`config.mk`:
```
export PLATFORM = sky130hd
export DESIGN_NAME = ctl_serial_rx
export DESIGN_NICKNAME = d
export VERILOG_FILES = /design/src/rtl/ctl_rx_pkg.sv /design/src/rtl/ctl_rx_sync.sv /design/src/rtl/ctl_rx_shift.sv /design/src/rtl/ctl_rx_regs.sv /design/src/rtl/ctl_serial_rx.sv
export SDC_FILE = /design/constraint.sdc
export NUM_CORES = 1
export LEC_CHECK = 0
export BUFFER_PORTS_ARGS = -buffer_cell sky130_fd_sc_hd__buf_2
export CAP_MARGIN = 20
export CELL_PAD_IN_SITES_DETAIL_PLACEMENT = 0
export CELL_PAD_IN_SITES_GLOBAL_PLACEMENT = 1
export CORE_MARGIN = 5
export CORE_UTILIZATION = 42
export CTS_CLUSTER_DIAMETER = 120
export DETAILED_ROUTE_END_ITERATION = 6
export HOLD_SLACK_MARGIN = 0.1
export PLACE_DENSITY = 0.75
export SLEW_MARGIN = 5
export SYNTH_ARGS = -nofsm -noshare
export SYNTH_HDL_FRONTEND = slang
export SYNTH_SLANG_ARGS = --single-unit
export TNS_END_PERCENT = 5
```
`constraint.sdc`:
```
create_clock -name clk -period 1.4 [get_ports clk]
set_input_delay 0 -clock clk [delete_from_list [all_inputs] [get_ports clk]]
set_output_delay 0 -clock clk [all_outputs]
set_load 0.005 [all_outputs]
```
`src/rtl/ctl_rx_pkg.sv`:
```
package ctl_rx_pkg;
  localparam int BYTE_W = 8;
  localparam int CNT_W  = $clog2(BYTE_W);

  typedef enum logic [1:0] {
    BANK_AUDIO  = 2'b00,
    BANK_SPARE1 = 2'b01,
    BANK_STATUS = 2'b10,
    BANK_SPARE3 = 2'b11
  } bank_e;

  localparam logic [1:0] SUB_LOAD0 = 2'b00;
  localparam logic [1:0] SUB_LOAD2 = 2'b10;

  localparam logic [1:0] RST_CLK_SEL = 2'b10;
  localparam logic [2:0] RST_FMT     = 3'b000;
  localparam logic [5:0] RST_VOL     = 6'd0;
  localparam logic [1:0] RST_DEEMPH  = 2'b00;
endpackage

```
`src/rtl/ctl_rx_sync.sv`:
```
module ctl_rx_sync #(
  parameter int W      = 3,
  parameter int STAGES = 2
) (
  input  logic         clk,
  input  logic         rst_n,
  input  logic [W-1:0] d_i,
  output logic [W-1:0] q_o
);
  logic [W-1:0] stg_q [STAGES];

  genvar s;
  generate
    for (s = 0; s < STAGES; s++) begin : g_stage
      if (s == 0) begin : g_first
        always_ff @(posedge clk or negedge rst_n) begin
          if (!rst_n) stg_q[s] <= '0;
          else        stg_q[s] <= d_i;
        end
      end else begin : g_next
        always_ff @(posedge clk or negedge rst_n) begin
          if (!rst_n) stg_q[s] <= '0;
          else        stg_q[s] <= stg_q[s-1];
        end
      end
    end
  endgenerate

  assign q_o = stg_q[STAGES-1];
endmodule

```
`src/rtl/ctl_rx_shift.sv`:
```
module ctl_rx_shift
  import ctl_rx_pkg::*;
(
  input  logic              clk,
  input  logic              rst_n,
  input  logic              sclk_s,
  input  logic              mode_s,
  input  logic              dat_s,
  output logic              byte_vld_o,
  output logic              byte_mode_o,
  output logic [BYTE_W-1:0] byte_data_o,
  output logic [CNT_W-1:0]  bit_cnt_o
);
  localparam logic [CNT_W-1:0] LAST_BIT = CNT_W'(BYTE_W - 1);

  logic              sclk_q, mode_q;
  logic [CNT_W-1:0]  cnt_q, cnt_d;
  logic [BYTE_W-1:0] sh_q, sh_d;
  logic              vld_q, vld_d;
  logic              bmode_q, bmode_d;
  logic [BYTE_W-1:0] bdata_q, bdata_d;
  logic              rise, mode_chg;
  logic [BYTE_W-1:0] sh_next;

  assign rise     = sclk_s & ~sclk_q;
  assign mode_chg = mode_s ^ mode_q;
  assign sh_next  = {dat_s, sh_q[BYTE_W-1:1]};

  always_comb begin
    cnt_d   = cnt_q;
    sh_d    = sh_q;
    vld_d   = 1'b0;
    bmode_d = bmode_q;
    bdata_d = bdata_q;
    if (mode_chg) begin
      cnt_d = '0;
      sh_d  = '0;
    end else if (rise) begin
      sh_d = sh_next;
      if (cnt_q == LAST_BIT) begin
        cnt_d   = '0;
        vld_d   = 1'b1;
        bmode_d = mode_s;
        bdata_d = sh_next;
      end else begin
        cnt_d = cnt_q + 1'b1;
      end
    end
  end

  always_ff @(posedge clk or negedge rst_n) begin
    if (!rst_n) begin
      sclk_q  <= 1'b0;
      mode_q  <= 1'b0;
      cnt_q   <= '0;
      sh_q    <= '0;
      vld_q   <= 1'b0;
      bmode_q <= 1'b0;
      bdata_q <= '0;
    end else begin
      sclk_q  <= sclk_s;
      mode_q  <= mode_s;
      cnt_q   <= cnt_d;
      sh_q    <= sh_d;
      vld_q   <= vld_d;
      bmode_q <= bmode_d;
      bdata_q <= bdata_d;
    end
  end

  assign byte_vld_o  = vld_q;
  assign byte_mode_o = bmode_q;
  assign byte_data_o = bdata_q;
  assign bit_cnt_o   = cnt_q;
endmodule

```
`src/rtl/ctl_rx_regs.sv`:
```
module ctl_rx_regs
  import ctl_rx_pkg::*;
#(
  parameter logic [5:0] DEV_ADDR = 6'b000101
) (
  input  logic              clk,
  input  logic              rst_n,
  input  logic              byte_vld_i,
  input  logic              byte_mode_i,
  input  logic [BYTE_W-1:0] byte_data_i,
  output logic              sel_o,
  output logic [1:0]        clk_sel_o,
  output logic [2:0]        fmt_sel_o,
  output logic [5:0]        vol_o,
  output logic [1:0]        deemph_o,
  output logic              mute_o
);
  logic       sel_q, sel_d;
  bank_e      bank_q, bank_d;
  logic [1:0] clk_q, clk_d;
  logic [2:0] fmt_q, fmt_d;
  logic [5:0] vol_q, vol_d;
  logic [1:0] de_q, de_d;
  logic       mute_q, mute_d;
  logic       wr_en;
  logic [1:0] sub;

  assign sub   = byte_data_i[7:6];
  assign wr_en = byte_vld_i & byte_mode_i & sel_q;

  always_comb begin
    sel_d  = sel_q;
    bank_d = bank_q;
    clk_d  = clk_q;
    fmt_d  = fmt_q;
    vol_d  = vol_q;
    de_d   = de_q;
    mute_d = mute_q;
    if (byte_vld_i && !byte_mode_i) begin
      sel_d  = (byte_data_i[7:2] == DEV_ADDR);
      bank_d = bank_e'(byte_data_i[1:0]);
    end
    if (wr_en) begin
      unique case (bank_q)
        BANK_AUDIO: begin
          if (sub == SUB_LOAD0) begin
            vol_d = byte_data_i[5:0];
          end else if (sub == SUB_LOAD2) begin
            de_d   = byte_data_i[2:1];
            mute_d = byte_data_i[0];
          end
        end
        BANK_STATUS: begin
          if (sub == SUB_LOAD0) begin
            clk_d = byte_data_i[5:4];
            fmt_d = byte_data_i[3:1];
          end
        end
        default: ;
      endcase
    end
  end

  always_ff @(posedge clk or negedge rst_n) begin
    if (!rst_n) begin
      sel_q  <= 1'b0;
      bank_q <= BANK_AUDIO;
      clk_q  <= RST_CLK_SEL;
      fmt_q  <= RST_FMT;
      vol_q  <= RST_VOL;
      de_q   <= RST_DEEMPH;
      mute_q <= 1'b0;
    end else begin
      sel_q  <= sel_d;
      bank_q <= bank_d;
      clk_q  <= clk_d;
      fmt_q  <= fmt_d;
      vol_q  <= vol_d;
      de_q   <= de_d;
      mute_q <= mute_d;
    end
  end

  assign sel_o     = sel_q;
  assign clk_sel_o = clk_q;
  assign fmt_sel_o = fmt_q;
  assign vol_o     = vol_q;
  assign deemph_o  = de_q;
  assign mute_o    = mute_q;
endmodule

```
`src/rtl/ctl_serial_rx.sv`:
```
module ctl_serial_rx
  import ctl_rx_pkg::*;
#(
  parameter int         SYNC_STAGES = 2,
  parameter logic [5:0] DEV_ADDR    = 6'b000101
) (
  input  logic       clk,
  input  logic       rst_n,
  input  logic       ser_clk_i,
  input  logic       ser_mode_i,
  input  logic       ser_dat_i,
  output logic [1:0] clk_sel_o,
  output logic [2:0] fmt_sel_o,
  output logic [5:0] vol_o,
  output logic [1:0] deemph_o,
  output logic       mute_o
);
  logic [2:0]        pins_s;
  logic              byte_vld, byte_mode, port_sel;
  logic [BYTE_W-1:0] byte_data;
  logic [CNT_W-1:0]  bit_cnt;

  ctl_rx_sync #(.W(3), .STAGES(SYNC_STAGES)) u_sync (
    .clk   (clk),
    .rst_n (rst_n),
    .d_i   ({ser_clk_i, ser_mode_i, ser_dat_i}),
    .q_o   (pins_s)
  );

  ctl_rx_shift u_shift (
    .clk         (clk),
    .rst_n       (rst_n),
    .sclk_s      (pins_s[2]),
    .mode_s      (pins_s[1]),
    .dat_s       (pins_s[0]),
    .byte_vld_o  (byte_vld),
    .byte_mode_o (byte_mode),
    .byte_data_o (byte_data),
    .bit_cnt_o   (bit_cnt)
  );

  ctl_rx_regs #(.DEV_ADDR(DEV_ADDR)) u_regs (
    .clk         (clk),
    .rst_n       (rst_n),
    .byte_vld_i  (byte_vld),
    .byte_mode_i (byte_mode),
    .byte_data_i (byte_data),
    .sel_o       (port_sel),
    .clk_sel_o   (clk_sel_o),
    .fmt_sel_o   (fmt_sel_o),
    .vol_o       (vol_o),
    .deemph_o    (deemph_o),
    .mute_o      (mute_o)
  );
endmodule

```
==> metrics.md <==
| Metric | Value |
|---|---|
| Psw | 0.461 mW |
| Post-synth cell types | 26 |
| P_int | 1.76 mW |
| Synth warn | 0 |
| Share of cells above drive strength 1 | 41.9% |
| Vias in the first global route | 1025 |
| Root Buffer | clkbuf_8 |
| Violated checks | negative setup slack |
| Initial Util | 43.9% |
| Total CTS buffers | 5 |
| Clock Latency Late Sink | 0.29 ns |
| Syn Nets | 131 |
| Final HPWL DP | 1990 microns |
| First-pass GRT wire length | 4820 microns |
| Post-synth ARST share | 100% |
| Final WS setup | -0.205 ns |
| Final hold slack | 0.315 ns |
| CTS max path bufs | 2 |
| Critical R2R Launch | u_shift.bit_cnt_o[0]$_DFFE_PN0P_ |
| Antenna cells | 0 |
| Clk slew on worst S/H paths | 0.08 ns |
| Mapped Cells | 124 |
| Synth-to-layout area growth | 21.8% |
| Switching portion of total power | 20.8% |
| Row cnt | 23 |
| Final period util | 115% |
| Largest cells by area after synthesis | dfrtp_1 (62%), mux2_2 (11%), mux2_4 (5.1%) |
| Antenna-violating nets left | 0 |
| Min-Delay Path Class | input pin to async pin |
| Placed inst area | 1950 sq um |
| Sink Count | 45 |
| Post-route insts no fill | 210 |
| H-tree depth | 2 |
| Sequential power share | 60.0% |
| Slew margin rel. | 63.5% |
| Setup slack at placement | -0.144 ns |
| Mapped Area | 1770 sq um |
| Largest area contributor in the synthesized netlist | dfrtp_1 |
| Final setup fails | 9 |
| Startpoint Class | flip-flop |
| Placed cell count | 194 |
| GPL Wtd Cong | 0.681 |
| Max-slew violation count | 0 |
| Final #Nets | 166 |
| Largest net degree at the start of global routing | 46 |
| Crit path kind | flip-flop to flip-flop |
| Clk_skew | 0.00533 ns |
| Wire per inst | 14.0 microns |
| Logic pwr share | 4.3% |
| Crit-path max cell delay | 0.39 ns |
| DRC errors left | 0 |
| Critical Path Slowest Stage Cell | dfrtp_1 |
| Fmax | 623 MHz |
| EDFF count, synth | 0 |
| Worst Path Arrival | 1.78 ns |
| TritonRoute pass-1 iters | 4 |
| CTS tree | yes |
| Final Hold Fails | 0 |
| First DRT Iteration DRCs | 40 |
| Seq cells post-synth | 45 |
| Total GRT Usage | 11.7% |
| Worst EP required | 1.57 ns |
| Worst setup startpoint | u_shift.bit_cnt_o[0]$_DFFE_PN0P_ |
| Peak fanout along the critical path | 4 |
| Cell Chain, Critical Path | ha_2 -> ha_4 -> nand3b_1 -> buf_6 -> nor2_4 -> mux2_4 |
| Final instance area | 2150 sq um |
| Clock power frac | 35.7% |
| Fin crit period | 1.60 ns |
| Core Area | 4030 sq um |
| Initial antenna violation count | 0 |
| Die width | 74.9 microns |
| PwrDens | 1030 nW/um^2 |
| Power, Total | 2.22 mW |
| GR Overflow Total | 0 |
| DIE HEIGHT | 74.9 microns |
| Predominant post-synthesis flop cell | dfrtp_1 |
| Outcome | finished with violations |
| Leak | 1.06 nW |
| Port buffer count | 18 |
| Max_cap viols | 0 |
| DR vias | 1050 |
| Least-Margin Pin Slew | 0.547 ns |
| Crit end category | flip-flop |
| Worst vdd ir | 0.646 mV |
| DIE AREA | 5610 sq um |
| Register area share after synthesis | 63.7% |
| Via-per-instance ratio | 5.00 |
| RSZ-0062 raised after global routing | yes |
| Ports | 19 |
| Post-synthesis area per instance | 14.3 sq um |
| Top cell type's share of synthesized area | 62.2% |
| Total wire length | 2940 microns |
==> per-stage QoR <==
step | TNS (ns) | util (%)
after floorplan | -0.412 | -
after global placement | -0.741 | 48.3
after detailed placement | -1.20 | 48.3
after CTS | -1.39 | 51.5
after global routing | -2.00 | 53.5
final | -1.48 | 53.5
==> flip-flops by register name, summed over array words and instances, names as in the netlist <==
name	cells
u_shift.mode_q	1
u_shift.byte_vld_o	1
u_shift.sclk_q	1
u_shift.sh_q	7
u_regs.fmt_sel_o	3
u_regs.sel_o	1
u_shift.bit_cnt_o	3
u_regs.bank_q	2
u_regs.deemph_o	2
u_regs.clk_sel_o	2
u_sync.stg_q	3
u_regs.mute_o	1
u_shift.byte_data_o	8
u_regs.vol_o	6
u_shift.byte_mode_o	1
u_sync.q_o	3
==> final timing paths <==
path	endpoint	slack, ns	cells past startpoint
max	u_shift.byte_data_o[0]$_DFFE_PN0P_	-0.20	6
min	u_regs.vol_o[0]$_DFFE_PN0P_	0.32	3
max reg2reg	u_shift.byte_data_o[0]$_DFFE_PN0P_	-0.20	6
min reg2reg	u_sync.q_o[1]$_DFF_PN0_	0.36	0
max in group asynchronous	u_shift.byte_data_o[4]$_DFFE_PN0P_	0.71	3
min in group clk	u_sync.stg_q[4]$_DFF_PN0_	0.34	2
==> routing by layer <==
metal	global-route usage [%]	wire (microns)
met4	5.34	53
met3	4.41	178
met5	0	0
met1	14.7	1340
met2	17.8	1370
==> cells in the mapped netlist (all sizes together), types with 2 or more instances <==
cell type	instances
dfrtp	44
mux2	24
nand2	19
a21oi	11
nand3b	3
buf	2
ha	2
inv	2
nand3	2
nor2	2
o21ai	2
==> critical path: cells and delay by family (launching register included) <==
kind | cells | cell delay (ns)
DFF | 1 | 0.39
adders and majority gates | 2 | 0.33
muxes | 1 | 0.31
and+or+nand+nor | 2 | 0.29
buffers and inverters | 1 | 0.17
==> layout by cell type (no fill, tap or decap), drive strengths merged <==
cell type    instances
dfrtp               44
buf                 26
mux2                24
nand2               19
a21oi               11
clkbuf               8
dlygate4sd3          4
nand3b               3
nor2                 3
inv                  2
o21ai                2
nand3                2
ha                   2
xor2                 1
and4b                1
and2b                1
nor2b                1
a31oi                1
nand2b               1
nor4bb               1
nor3b                1
or3                  1
dfstp                1
==> area by class of cell <==
| type | count | area (sq um) |
|---|---|---|
| Fill cell | 346 | 1870 |
| Sequential cell | 45 | 1130 |
| Multi-Input combinational cell | 75 | 673 |
| Timing Repair Buffer | 30 | 194 |
| Clock buffer | 8 | 90.1 |
| Tap cell | 50 | 62.6 |
| Inverter | 2 | 7.51 |
==> power by group through the flow <==
stage                     logic (mW)  clock network (mW)  registers (mW)
after detailed placement      0.0767                   0            1.35
final                         0.0961               0.792            1.33
after CTS                     0.0860               0.841            1.33
after global placement        0.0736                   0            1.35
after floorplan               0.0311                   0            1.35
after global routing           0.110               0.892            1.33
==> repair_timing <==
action,4_1_cts,5_1_grt
endpoints found under the hold margin,47,0
gates cloned,0,1
endpoints found under the setup margin,9,9
buffers inserted,0,3
pin swaps,0,3
hold buffers,4,0
resized for setup,0,12
==> logic make-up (layout without fill, tap and decap cells) <==
| logic type | count (synthesis) | in the layout | share of synthesized area [%] |
|---|---|---|---|
| fa+ha+maj | 2 | 2 | 1.41 |
| compound gates | 14 | 14 | 4.03 |
| buf+inv | 5 | 40 | 1.20 |
| flops | 45 | 45 | 63.7 |
| simple gates | 33 | 34 | 12.6 |
| xor+xnor | 1 | 1 | 0.495 |
| mux | 24 | 24 | 16.5 |
No activity file was read; power rests on OpenSTA's default activity.
